==> src/rtl/prio_intc_pkg.sv <==
package prio_intc_pkg;

    localparam int ADDR_W   = 10;
    localparam int BANK_W   = 32;
    localparam int PRIO_W   = 6;
    localparam int ID_W     = 7;

    localparam logic [ADDR_W-1:0] A_CFG       = 10'h010;
    localparam logic [ADDR_W-1:0] A_STATUS    = 10'h014;
    localparam logic [ADDR_W-1:0] A_ACT_IRQ   = 10'h040;
    localparam logic [ADDR_W-1:0] A_ACT_FIQ   = 10'h044;
    localparam logic [ADDR_W-1:0] A_CTRL      = 10'h048;
    localparam logic [ADDR_W-1:0] A_PRIO_IRQ  = 10'h060;
    localparam logic [ADDR_W-1:0] A_PRIO_FIQ  = 10'h064;
    localparam logic [ADDR_W-1:0] A_THRESH    = 10'h068;

    typedef enum logic [2:0] {
        BR_RAW   = 3'd0,
        BR_MASK  = 3'd1,
        BR_UNMSK = 3'd2,
        BR_DOMSK = 3'd3,
        BR_FORCE = 3'd4,
        BR_UNFRC = 3'd5,
        BR_PNORM = 3'd6,
        BR_PFAST = 3'd7
    } bank_reg_e;

    typedef struct packed {
        logic [PRIO_W-1:0] prio;
        logic              fast;
    } lvl_t;

    typedef struct packed {
        logic              valid;
        logic [ID_W-1:0]   id;
        logic [PRIO_W-1:0] prio;
    } win_t;

    localparam win_t WIN_NONE = '{valid: 1'b0, id: 7'h7F, prio: 6'd0};

    function automatic logic passes_thr(input logic [PRIO_W-1:0] p, input logic [7:0] thr);
        return (p == '0) || ({2'b00, p} < thr);
    endfunction

endpackage

==> src/rtl/prio_intc_bank.sv <==
module prio_intc_bank
    import prio_intc_pkg::*;
(
    input  logic              clk,
    input  logic              rst,
    input  logic              wr_en,
    input  bank_reg_e         reg_sel,
    input  logic [BANK_W-1:0] wdata,
    input  logic [BANK_W-1:0] raw_i,
    input  logic [BANK_W-1:0] fast_i,
    output logic [BANK_W-1:0] pend_norm_o,
    output logic [BANK_W-1:0] pend_fast_o,
    output logic [BANK_W-1:0] rdata_o
);

    logic [BANK_W-1:0] mask_q;
    logic [BANK_W-1:0] force_q;
    logic [BANK_W-1:0] live;

    always_ff @(posedge clk) begin
        if (rst) begin
            mask_q  <= '1;
            force_q <= '0;
        end else if (wr_en) begin
            case (reg_sel)
                BR_UNMSK: mask_q  <= mask_q & ~wdata;
                BR_DOMSK: mask_q  <= mask_q | wdata;
                BR_FORCE: force_q <= force_q | wdata;
                BR_UNFRC: force_q <= force_q & ~wdata;
                default: ;
            endcase
        end
    end

    assign live        = (raw_i | force_q) & ~mask_q;
    assign pend_norm_o = live & ~fast_i;
    assign pend_fast_o = live & fast_i;

    always_comb begin
        case (reg_sel)
            BR_RAW:   rdata_o = raw_i;
            BR_MASK:  rdata_o = mask_q;
            BR_FORCE: rdata_o = force_q;
            BR_PNORM: rdata_o = pend_norm_o;
            BR_PFAST: rdata_o = pend_fast_o;
            default:  rdata_o = '0;
        endcase
    end

    // written ones land in the mask, zeros leave it alone
    a_r2_mask_set: assert property (@(posedge clk) disable iff (rst)
        (wr_en && reg_sel == BR_DOMSK) |=> ((mask_q & $past(wdata)) == $past(wdata)));
    a_r2_mask_clr: assert property (@(posedge clk) disable iff (rst)
        (wr_en && reg_sel == BR_UNMSK) |=> ((mask_q & $past(wdata)) == '0));
    a_r2_mask_keep: assert property (@(posedge clk) disable iff (rst)
        !(wr_en && (reg_sel == BR_UNMSK || reg_sel == BR_DOMSK)) |=> $stable(mask_q));
    // forced bits persist until the clear port is written
    a_r3_force_keep: assert property (@(posedge clk) disable iff (rst)
        !(wr_en && (reg_sel == BR_FORCE || reg_sel == BR_UNFRC)) |=> $stable(force_q));

endmodule

==> src/rtl/prio_intc_arb.sv <==
module prio_intc_arb
    import prio_intc_pkg::*;
#(
    parameter int N_SRC = 64
) (
    input  logic [N_SRC-1:0]             req_i,
    input  logic [N_SRC-1:0][PRIO_W-1:0] prio_i,
    output win_t                         win_o
);

    always_comb begin
        win_o = WIN_NONE;
        for (int i = 0; i < N_SRC; i++) begin
            if (req_i[i] && (!win_o.valid || prio_i[i] < win_o.prio)) begin
                win_o.valid = 1'b1;
                win_o.id    = ID_W'(i);
                win_o.prio  = prio_i[i];
            end
        end
    end

endmodule

==> src/rtl/prio_intc_latch.sv <==
module prio_intc_latch
    import prio_intc_pkg::*;
(
    input  logic clk,
    input  logic rst,
    input  logic rearm_i,
    input  win_t arb_i,
    output win_t win_o
);

    always_ff @(posedge clk) begin
        if (rst)
            win_o <= WIN_NONE;
        else if (!win_o.valid || rearm_i)
            win_o <= arb_i;
    end

    // a held winner does not move without an acknowledge
    a_r8_hold: assert property (@(posedge clk) disable iff (rst)
        (win_o.valid && !rearm_i) |=> $stable(win_o));
    // an idle line picks up a pending winner at the next edge
    a_r8_idle_take: assert property (@(posedge clk) disable iff (rst)
        (!win_o.valid && arb_i.valid) |=> win_o.valid);
    // with no winner the reported number is the empty code
    a_r7_empty_id: assert property (@(posedge clk) disable iff (rst)
        !win_o.valid |-> (win_o.id == 7'h7F));

endmodule

==> src/rtl/prio_intc.sv <==
module prio_intc
    import prio_intc_pkg::*;
#(
    parameter int N_SRC = 64
) (
    input  logic              clk,
    input  logic              rst,
    input  logic              reg_wr,
    input  logic [ADDR_W-1:0] reg_addr,
    input  logic [31:0]       reg_wdata,
    output logic [31:0]       reg_rdata,
    input  logic [N_SRC-1:0]  src_i,
    output logic              irq_o,
    output logic              fiq_o
);

    localparam int N_BANK = N_SRC / BANK_W;
    localparam int SRC_W  = $clog2(N_SRC);

    logic srst_q;
    logic rst_int;
    logic [7:0] thr_q;
    lvl_t [N_SRC-1:0] lvl_q;
    logic [N_SRC-1:0] fast_vec, pend_norm, pend_fast, req_norm, req_fast;
    logic [N_SRC-1:0][PRIO_W-1:0] prio_vec;
    logic [N_BANK-1:0][31:0] bank_rd;
    logic [N_BANK-1:0] bank_wr;
    logic [7:0] lidx;
    logic lvl_hit, bank_hit;
    win_t arb_norm, arb_fast, win_norm, win_fast;
    logic rearm_norm, rearm_fast;

    assign rst_int  = rst | srst_q;
    assign lidx     = reg_addr[9:2] - 8'd64;
    assign lvl_hit  = (reg_addr[9:8] != 2'b00) && ({1'b0, lidx} < 9'(N_SRC));
    assign bank_hit = (reg_addr[9:7] == 3'b001) && ({1'b0, reg_addr[6:5]} < 3'(N_BANK));

    always_ff @(posedge clk) begin
        if (rst)
            srst_q <= 1'b0;
        else
            srst_q <= reg_wr && reg_addr == A_CFG && reg_wdata[1];
    end

    always_ff @(posedge clk) begin
        if (rst_int)
            thr_q <= 8'hFF;
        else if (reg_wr && reg_addr == A_THRESH)
            thr_q <= reg_wdata[7:0];
    end

    assign rearm_norm = reg_wr && reg_addr == A_CTRL && reg_wdata[0];
    assign rearm_fast = reg_wr && reg_addr == A_CTRL && reg_wdata[1];

    generate
        for (genvar i = 0; i < N_SRC; i++) begin : g_src
            always_ff @(posedge clk) begin
                if (rst_int)
                    lvl_q[i] <= '0;
                else if (reg_wr && lvl_hit && lidx == 8'(i))
                    lvl_q[i] <= '{prio: reg_wdata[7:2], fast: reg_wdata[0]};
            end
            assign fast_vec[i] = lvl_q[i].fast;
            assign prio_vec[i] = lvl_q[i].prio;
            assign req_norm[i] = pend_norm[i] && passes_thr(lvl_q[i].prio, thr_q);
            assign req_fast[i] = pend_fast[i] && passes_thr(lvl_q[i].prio, thr_q);
        end

        for (genvar b = 0; b < N_BANK; b++) begin : g_bank
            assign bank_wr[b] = reg_wr && bank_hit && reg_addr[6:5] == 2'(b);
            prio_intc_bank u_bank (
                .clk         (clk),
                .rst         (rst_int),
                .wr_en       (bank_wr[b]),
                .reg_sel     (bank_reg_e'(reg_addr[4:2])),
                .wdata       (reg_wdata),
                .raw_i       (src_i[b*BANK_W +: BANK_W]),
                .fast_i      (fast_vec[b*BANK_W +: BANK_W]),
                .pend_norm_o (pend_norm[b*BANK_W +: BANK_W]),
                .pend_fast_o (pend_fast[b*BANK_W +: BANK_W]),
                .rdata_o     (bank_rd[b])
            );
        end
    endgenerate

    prio_intc_arb #(.N_SRC(N_SRC)) u_arb_norm (.req_i(req_norm), .prio_i(prio_vec), .win_o(arb_norm));
    prio_intc_arb #(.N_SRC(N_SRC)) u_arb_fast (.req_i(req_fast), .prio_i(prio_vec), .win_o(arb_fast));

    prio_intc_latch u_lat_norm (.clk(clk), .rst(rst_int), .rearm_i(rearm_norm), .arb_i(arb_norm), .win_o(win_norm));
    prio_intc_latch u_lat_fast (.clk(clk), .rst(rst_int), .rearm_i(rearm_fast), .arb_i(arb_fast), .win_o(win_fast));

    assign irq_o = win_norm.valid;
    assign fiq_o = win_fast.valid;

    always_comb begin
        reg_rdata = '0;
        if (lvl_hit) begin
            reg_rdata[7:2] = lvl_q[lidx[SRC_W-1:0]].prio;
            reg_rdata[0]   = lvl_q[lidx[SRC_W-1:0]].fast;
        end else if (bank_hit) begin
            reg_rdata = bank_rd[reg_addr[5+$clog2(N_BANK > 1 ? N_BANK : 2)-1:5]];
        end else begin
            case (reg_addr)
                A_STATUS:   reg_rdata[0]      = ~srst_q;
                A_ACT_IRQ:  reg_rdata[6:0]    = win_norm.id;
                A_ACT_FIQ:  reg_rdata[6:0]    = win_fast.id;
                A_PRIO_IRQ: reg_rdata[5:0]    = win_norm.prio;
                A_PRIO_FIQ: reg_rdata[5:0]    = win_fast.prio;
                A_THRESH:   reg_rdata[7:0]    = thr_q;
                default: ;
            endcase
        end
    end

    // a winner offered to a latch must itself qualify on its line
    a_r6_norm_qual: assert property (@(posedge clk) disable iff (rst_int)
        arb_norm.valid |-> req_norm[arb_norm.id[SRC_W-1:0]]);
    a_r6_fast_qual: assert property (@(posedge clk) disable iff (rst_int)
        arb_fast.valid |-> req_fast[arb_fast.id[SRC_W-1:0]]);
    // a soft reset write drops the done flag for one cycle
    a_r9_srst: assert property (@(posedge clk) disable iff (rst)
        (reg_wr && reg_addr == A_CFG && reg_wdata[1]) |=> srst_q);
    a_r9_srst_end: assert property (@(posedge clk) disable iff (rst)
        srst_q |=> !srst_q);

endmodule

==> config.mk <==
export PLATFORM = sky130hd
export DESIGN_NAME = prio_intc
export DESIGN_NICKNAME = d
export VERILOG_FILES = /design/src/rtl/prio_intc_pkg.sv /design/src/rtl/prio_intc_bank.sv /design/src/rtl/prio_intc_arb.sv /design/src/rtl/prio_intc_latch.sv /design/src/rtl/prio_intc.sv
export SDC_FILE = /design/constraint.sdc
export NUM_CORES = 2
export LEC_CHECK = 0
export ABC_AREA = 1
export BUFFER_PORTS_ARGS = -buffer_cell sky130_fd_sc_hd__buf_2
export CAP_MARGIN = 15
export CORE_AREA = 2 2 388 390
export CTS_BUF_LIST = sky130_fd_sc_hd__clkbuf_4 sky130_fd_sc_hd__clkbuf_8
export DETAILED_ROUTE_END_ITERATION = 10
export DIE_AREA = 0 0 390 392
export PLACE_DENSITY = 0.67
export SETUP_SLACK_MARGIN = 0.02
export SYNTH_ARGS = -nofsm -noshare
export SYNTH_HDL_FRONTEND = slang
export SYNTH_SLANG_ARGS = --single-unit
==> constraint.sdc <==
create_clock -name clk -period 118.8 [get_ports clk]
set_input_delay 5.94 -clock clk [delete_from_list [all_inputs] [get_ports clk]]
set_output_delay 5.94 -clock clk [all_outputs]
set_load 0.005 [all_outputs]
After elaboration in Yosys (flattened, before gate mapping)
Cells that the tools add are included.
{ "totals": {"regBits": 613, "in_bits": 109, "output_inout_bits": 34, "elab_cells": 1310} }
{ "op_classes": {"n_addsub": 1, "n_lt_le_gt_ge": 194, "n_eq_ne": 80, "n_mux": 148, "n_bitwise": 23, "n_reduce_logical": 724} }
{ "ops": {"columns": ["op", "n"], "rows": [
  ["$mux 14", 128],
  ["$lt 6x6->1", 126],
  ["$lt 6x8->1", 64],
  ["$logic_not 6->1", 64],
  ["$logic_and 1x1->1", 330],
  ["$and 32x32->32", 10],
  ["$pmux 32 s5", 2],
  ["$eq 8x6->1 const B", 32],
  ["$pmux 32 s2", 4],
  ["$logic_or 1x1->1", 192],
  ["$or 32x32->32", 6],
  ["$not 32->32", 5],
  ["$eq 8x5->1 const B", 16],
  ["$logic_not 1->1", 128],
  ["$eq 8x4->1 const B", 8],
  ["$mux 32", 2],
  ["$eq 10x7->1 const B", 6],
  ["$mux 24", 2],
  ["$bmux 7 s6", 1],
  ["$eq 8x3->1 const B", 4],
  ["$pmux 5 s5", 1],
  ["$eq 10x5->1 const B", 2],
  ["$eq 8x2->1 const B", 2],
  ["$eq 3x3->1 const B", 4],
  ["22 further kinds", 31]
]} }

Longest topological paths before layout
{ "logic_depth": {"depth_word": 257, "depth_mapped": 646, "depth_no_buf": 585} }

Modules after synthesis
From an unflattened synthesis, not the netlist that was laid out.
{ "unflattened": {"hier_cells": 13115, "area_unflattened_um2": 77620.7} }
{ "by_module_without_submodules": {"columns": ["module", "n_inst", "cells_each", "area_per_inst_um2", "seq_area_each_um2"], "rows": [
  ["prio_intc", 1, 4620, 30967.2, 9148.8],
  ["prio_intc_arb (u_arb_norm)", 1, 3201, 17823.3, 0.0],
  ["prio_intc_arb (u_arb_fast)", 1, 3096, 17043.8, 0.0],
  ["prio_intc_bank", 2, 1024, 5308.8, 1281.2],
  ["prio_intc_latch", 2, 75, 584.3, 280.3]
]} }

Worst setup path after synthesis
OpenSTA, ideal clock, no wires.
{ "synth_timing": {"path_type": "input-to-reg", "startpoint": "input port src_i[0]", "endpoint": "register u_lat_fast.win_o[5] (netlist bit)", "setup_time_ps": 109, "arrival_ps": 76858, "required_ps": 118691, "setup_slack_ps": 41833, "cell_stages": 579, "path_buffers": 61, "cell_sequence": "o21ai_0 -> nor2_1 -> nand2_2 -> nor2_1 -> inv_1 -> ha_1 -> a21oi_1 -> nor2_1 -> a211oi_1 -> nand2_1 -> nand2_1 -> nand2_2 -> inv_2 -> nand2_1 -> o21ai_0 -> inv_1 -> ha_1 -> nand2_1 -> [... 543 more ...] -> nand2_1 -> nand2_4 -> inv_4 -> nand2_1 -> o21ai_1 -> inv_1 -> ha_1 -> a21oi_1 -> nor2_1 -> a211oi_1 -> nand2_2 -> nand2_4 -> nand2_4 -> buf_12 -> nand2_2 -> nand3_2 -> nand2_1 -> inv_1"} }
{ "synth_via": {"elab_chain_cells": 257, "elab_cells_between_ends": 320, "cone_classes": "order compare (63); mux (64); bitwise (3); reduce/logical (190)"} }
{ "synth_rtl": {"columns": ["element", "line", "source"], "rows": [
  ["from (decl)", "prio_intc.sv:12", "input logic [N_SRC-1:0] src_i,"],
  ["$or 32x32->32 *", "prio_intc_bank.sv:35", "assign live = (raw_i | force_q) & ~mask_q;"],
  ["$and 32x32->32 *", "prio_intc_bank.sv:35", null],
  ["$and 32x32->32 *", "prio_intc_bank.sv:37", "assign pend_fast_o = live & fast_i;"],
  ["$logic_and 1x1->1 *", "prio_intc.sv:66", "assign req_fast[i] = pend_fast[i] && passes_thr(lvl_q[i].prio, thr_q);"],
  ["$mux 14 *", "prio_intc_arb.sv:14", "if (req_i[i] && (!win_o.valid || prio_i[i] < win_o.prio)) begin"],
  ["$lt 6x6->1 or $logic_not 1->1 (tied branches)", "prio_intc_arb.sv:14", null],
  ["$logic_or 1x1->1", "prio_intc_arb.sv:14", null],
  ["$logic_and 1x1->1", "prio_intc_arb.sv:14", null],
  ["[... 241 more ...]", null, null],
  ["$lt 6x6->1 or $logic_not 1->1 (tied branches)", "prio_intc_arb.sv:14", null],
  ["$logic_or 1x1->1", "prio_intc_arb.sv:14", null],
  ["$logic_and 1x1->1", "prio_intc_arb.sv:14", null],
  ["$mux 14 *", "prio_intc_arb.sv:14", null],
  ["$lt 6x6->1 or $logic_not 1->1 (tied branches)", "prio_intc_arb.sv:14", null],
  ["$logic_or 1x1->1", "prio_intc_arb.sv:14", null],
  ["$logic_and 1x1->1", "prio_intc_arb.sv:14", null],
  ["$mux 14 *", "prio_intc_arb.sv:14", null],
  ["to (signal assigned)", "prio_intc_latch.sv:15", "win_o <= arb_i;"],
  ["to (decl)", "prio_intc_latch.sv:8", "output win_t win_o"]
]} }
Mark *: on every way between the ends. The rest lies on a longest branch, timed or not.
A chain may end at the register's enable or synchronous reset.

Final worst setup path
{ "layout_timing": {"startpoint": "input port src_i[0]", "endpoint": "register u_lat_fast.win_o[0] (netlist bit)"} }
Same word-level chain as after synthesis.

==> metrics <==
average wire length per cell after detail routing 23.4 um; cts bufs inserted 108; share of post-route cells with drive strength above 1 12.9%; Reg2Reg Capture Point u_lat_fast.win_o[0]; multiplexer share of the synthesized area 0%; combinational family with the most area after synthesis simple AND/OR/NAND/NOR gates; die boundary width 390 um; maximum number of pins on one net before global-route repair 298; clock root cell sky130_fd_sc_hd__clkbuf_8; number of cells on the worst hold path 2; number of fill cells 15500; number of library cell types mapped by synthesis 66; min-delay src u_lat_norm.win_o[12]; Critical Path Start Type input pin; wire length of the first global-routing pass roughly 450000 um; Ys Warns 0; Setup Total Neg Slack 0 ns; detailed-route wire length 303000 um; combined flip-flop and latch cell area about 0.012 mm^2; leading register cell type out of synthesis sky130_fd_sc_hd__dfxtp_1; Top Metal Used met5; Multi-input gate area 0.0494 mm^2; final critical-path share of the clock period 74.1%; synthesized instance count 11100; Die Footprint 0.153 mm^2; Finish-stage setup viols 0; post-synthesis instance area 0.0708 mm^2; clock latency at the later pin of the worst-skew pair about 0.80 ns; Clock Skew 0.0597 ns; portion of the post-synthesis area used by sequential elements between 10% and 20%; Synth Area in Compound Gates between 20% and 30%; commonest cells after routing, fill and taps aside sky130_fd_sc_hd__nand2_1, sky130_fd_sc_hd__inv_1, sky130_fd_sc_hd__o21ai_0; Placement Cell Area just over 0.07 mm^2; Worst VDD drop 0.00768 mV; detailed placer's ending HPWL roughly 230000 um; worst setup path startpoint src_i[0]; family of cells with the greatest summed delay on the critical path simple AND/OR/NAND/NOR gates; Worst slew margin 8.58%; via count normalized by instance count 6.12; y dimension of the die 392 um; CTS sink cnt 613; post-synthesis share of cell area spent on full adders, half adders and majority gates 12.9%; total number of nets in the final design between 10000 and 15000; met3 wire length 39400 um; cell with the most instances on the worst path sky130_fd_sc_hd__nand2_1; most frequent standard cell in the layout excluding fill and tap cells sky130_fd_sc_hd__nand2_1; critical path peak fanout 15; GPL Wtd Cong between 1 and 1.5; Slowest cell on crit path sky130_fd_sc_hd__o21ai_0; M1 WL between 100000 and 150000 um; CTS tree yes; Mapped Avg Cell Area 6.35 um^2; number of nets with antenna violations after routing 0; worst path arrival time about 89 ns; Layout Cell Area excl Fill 0.0731 mm^2; vias in the first global route 72300; path category of the worst min-delay check reg2reg; post-synthesis to final-layout area growth 3.28%; CTS resizes 0; via count of the routed design 79100; simple-gate share of the synthesized area 33.9%; Worst Hold End u_lat_norm.win_o[12]; Synth Net Count about 12000; count of buffers inserted at the top-level ports 142; worst reg2reg path depth 519; core area 0.149 mm^2; asr flop ratio synth 0%; Worst Setup Path Type in2reg; level count of the clock H-tree 3; Residual DRC 0; Worst setup EP type register; met2 WL 124000 um; Final Critical Period 88.04 ns; required time of the worst setup path 119.50 ns; EDFF count, synth 0; count of hold-fix buffers inserted at cts 0; number of antenna violations at the first check in global routing 18; residual overflow from global routing 0; Critical Path Max Stage Delay 0.46 ns; Worst R2R Setup Slack 34.35 ns; clock tree buffer depth 3; number of top-level pins approximately 140; max-slew violation total from the final report 0; unrepaired setup endpoints after global routing no; initial core utilization 47.6%; Worst-Margin Slew 1.37 ns; leakage component of the power 38.9 nW; power density relative to cell area 6.95 mW/mm^2; 1st-pass router iterations 7; max-cap viol count 0; origin of the critical flop-to-flop path thr_q[7]; Buf/Inv on CP 8; Row Count 142; clock transition at the registers of the reported paths ~0.06 ns; number of synthesized register bits slightly above 600; All-Layer GR Usage approximately 38%; outcome complete, no violations; number of buffers inserted by post-CTS setup repair 0; First DRT Iteration DRCs 10400; Max Freq around 11 MHz; final hold violation count 0; Synth Area in XOR/XNOR 0%
==> how the worst max path moves through the flow <==
stage | to | depth (start not counted)
final | u_lat_fast.win_o[0] | 516
after global placement | u_lat_fast.win_o[1] | 519
after floorplan | u_lat_fast.win_o[5] | 579
after detailed placement | u_lat_fast.win_o[0] | 516
after global routing | u_lat_fast.win_o[1] | 519
after CTS | u_lat_fast.win_o[1] | 516
==> routing by layer <==
layer | up-vias | global-route usage (%)
li1 | 37100 | -
met1 | 36500 | 49.2
met2 | 4471 | 56.3
met3 | 921 | 10.6
met4 | 24 | 21.0
met5 | - | 0
==> area by class of cell <==
| type | count | share of cell area (%) |
|---|---|---|
| Antenna cell | 5 | 0.0171 |
| Multi-Input combinational cell | 8580 | 67.5 |
| Sequential cell | 613 | 16.8 |
| Tap cell | 1944 | 3.33 |
| Timing Repair Buffer | 226 | 1.87 |
| Clock buffer | 166 | 2.89 |
| Clock inverter | 25 | 0.530 |
| Inverter | 1352 | 7.05 |
==> cells in the mapped netlist (17+ instances only) <==
cell type | count | area share (%)
sky130_fd_sc_hd__a21o_1 | 62 | 0.66
sky130_fd_sc_hd__nand2_2 | 544 | 4.8
sky130_fd_sc_hd__nand2_4 | 156 | 2.5
sky130_fd_sc_hd__a221oi_1 | 48 | 0.59
sky130_fd_sc_hd__nor4_1 | 20 | 0.18
sky130_fd_sc_hd__clkbuf_8 | 32 | 0.62
sky130_fd_sc_hd__and3_2 | 51 | 0.54
sky130_fd_sc_hd__o221ai_1 | 34 | 0.42
sky130_fd_sc_hd__o211ai_1 | 21 | 0.22
sky130_fd_sc_hd__o21ai_0 | 1187 | 8.4
sky130_fd_sc_hd__o21bai_1 | 110 | 1.2
sky130_fd_sc_hd__nand4_1 | 92 | 0.81
sky130_fd_sc_hd__nor2_2 | 103 | 0.91
sky130_fd_sc_hd__inv_1 | 1315 | 7.0
sky130_fd_sc_hd__o22ai_1 | 237 | 2.1
sky130_fd_sc_hd__o2111ai_1 | 19 | 0.24
sky130_fd_sc_hd__nand2_1 | 2103 | 11
sky130_fd_sc_hd__buf_1 | 20 | 0.11
sky130_fd_sc_hd__buf_2 | 77 | 0.54
sky130_fd_sc_hd__and3_1 | 24 | 0.21
sky130_fd_sc_hd__ha_1 | 730 | 13
sky130_fd_sc_hd__a21oi_1 | 875 | 6.2
sky130_fd_sc_hd__a31oi_1 | 26 | 0.23
sky130_fd_sc_hd__dfxtp_1 | 613 | 17
sky130_fd_sc_hd__clkbuf_1 | 320 | 1.7
sky130_fd_sc_hd__nor2_1 | 693 | 3.7
sky130_fd_sc_hd__inv_2 | 20 | 0.11
sky130_fd_sc_hd__buf_4 | 17 | 0.18
sky130_fd_sc_hd__nand3_1 | 1105 | 7.8
sky130_fd_sc_hd__a22oi_1 | 36 | 0.38
sky130_fd_sc_hd__nand3_2 | 56 | 0.79
sky130_fd_sc_hd__buf_6 | 109 | 1.7
sky130_fd_sc_hd__o31ai_1 | 46 | 0.49
sky130_fd_sc_hd__o311ai_0 | 64 | 0.79
sky130_fd_sc_hd__a211oi_1 | 26 | 0.28
==> cell families after synthesis <==
logic type,Yosys count
simple gates,4997
compound gates,2853
buf+inv,1952
fa+ha+maj,730
flops,613
==> per-stage QoR <==
stage	utilization [%]	setup WS (ns)	std cells	total power, W	hold WS (ns)
6_report	49.1	30.76	12900	0.000509	0.463
5_1_grt	49.1	21.08	12900	0.000519	0.468
4_1_cts	49.1	31.04	12900	0.000503	0.457
3_5_place_dp	47.4	30.44	12700	0.000275	0.447
3_3_place_gp	47.4	31.03	12700	0.000275	0.451
2_1_floorplan	-	41.83	11100	0.000252	0.426
==> power by group <==
group           total, W  internal [W]  switching, W
sequential      0.000207      0.000206    0.00000112
clock           0.000234      0.000133      0.000101
combinational  0.0000675     0.0000179     0.0000495
total           0.000509      0.000357      0.000152
==> worst min-delay path: cells and delay by family, from the launching register on <==
| family | cells | cell delay (ns) |
|---|---|---|
| flip-flops | 1 | 0.31 |
| AND/OR/NAND/NOR | 2 | 0.10 |
No activity file was read; power rests on OpenSTA's default activity.
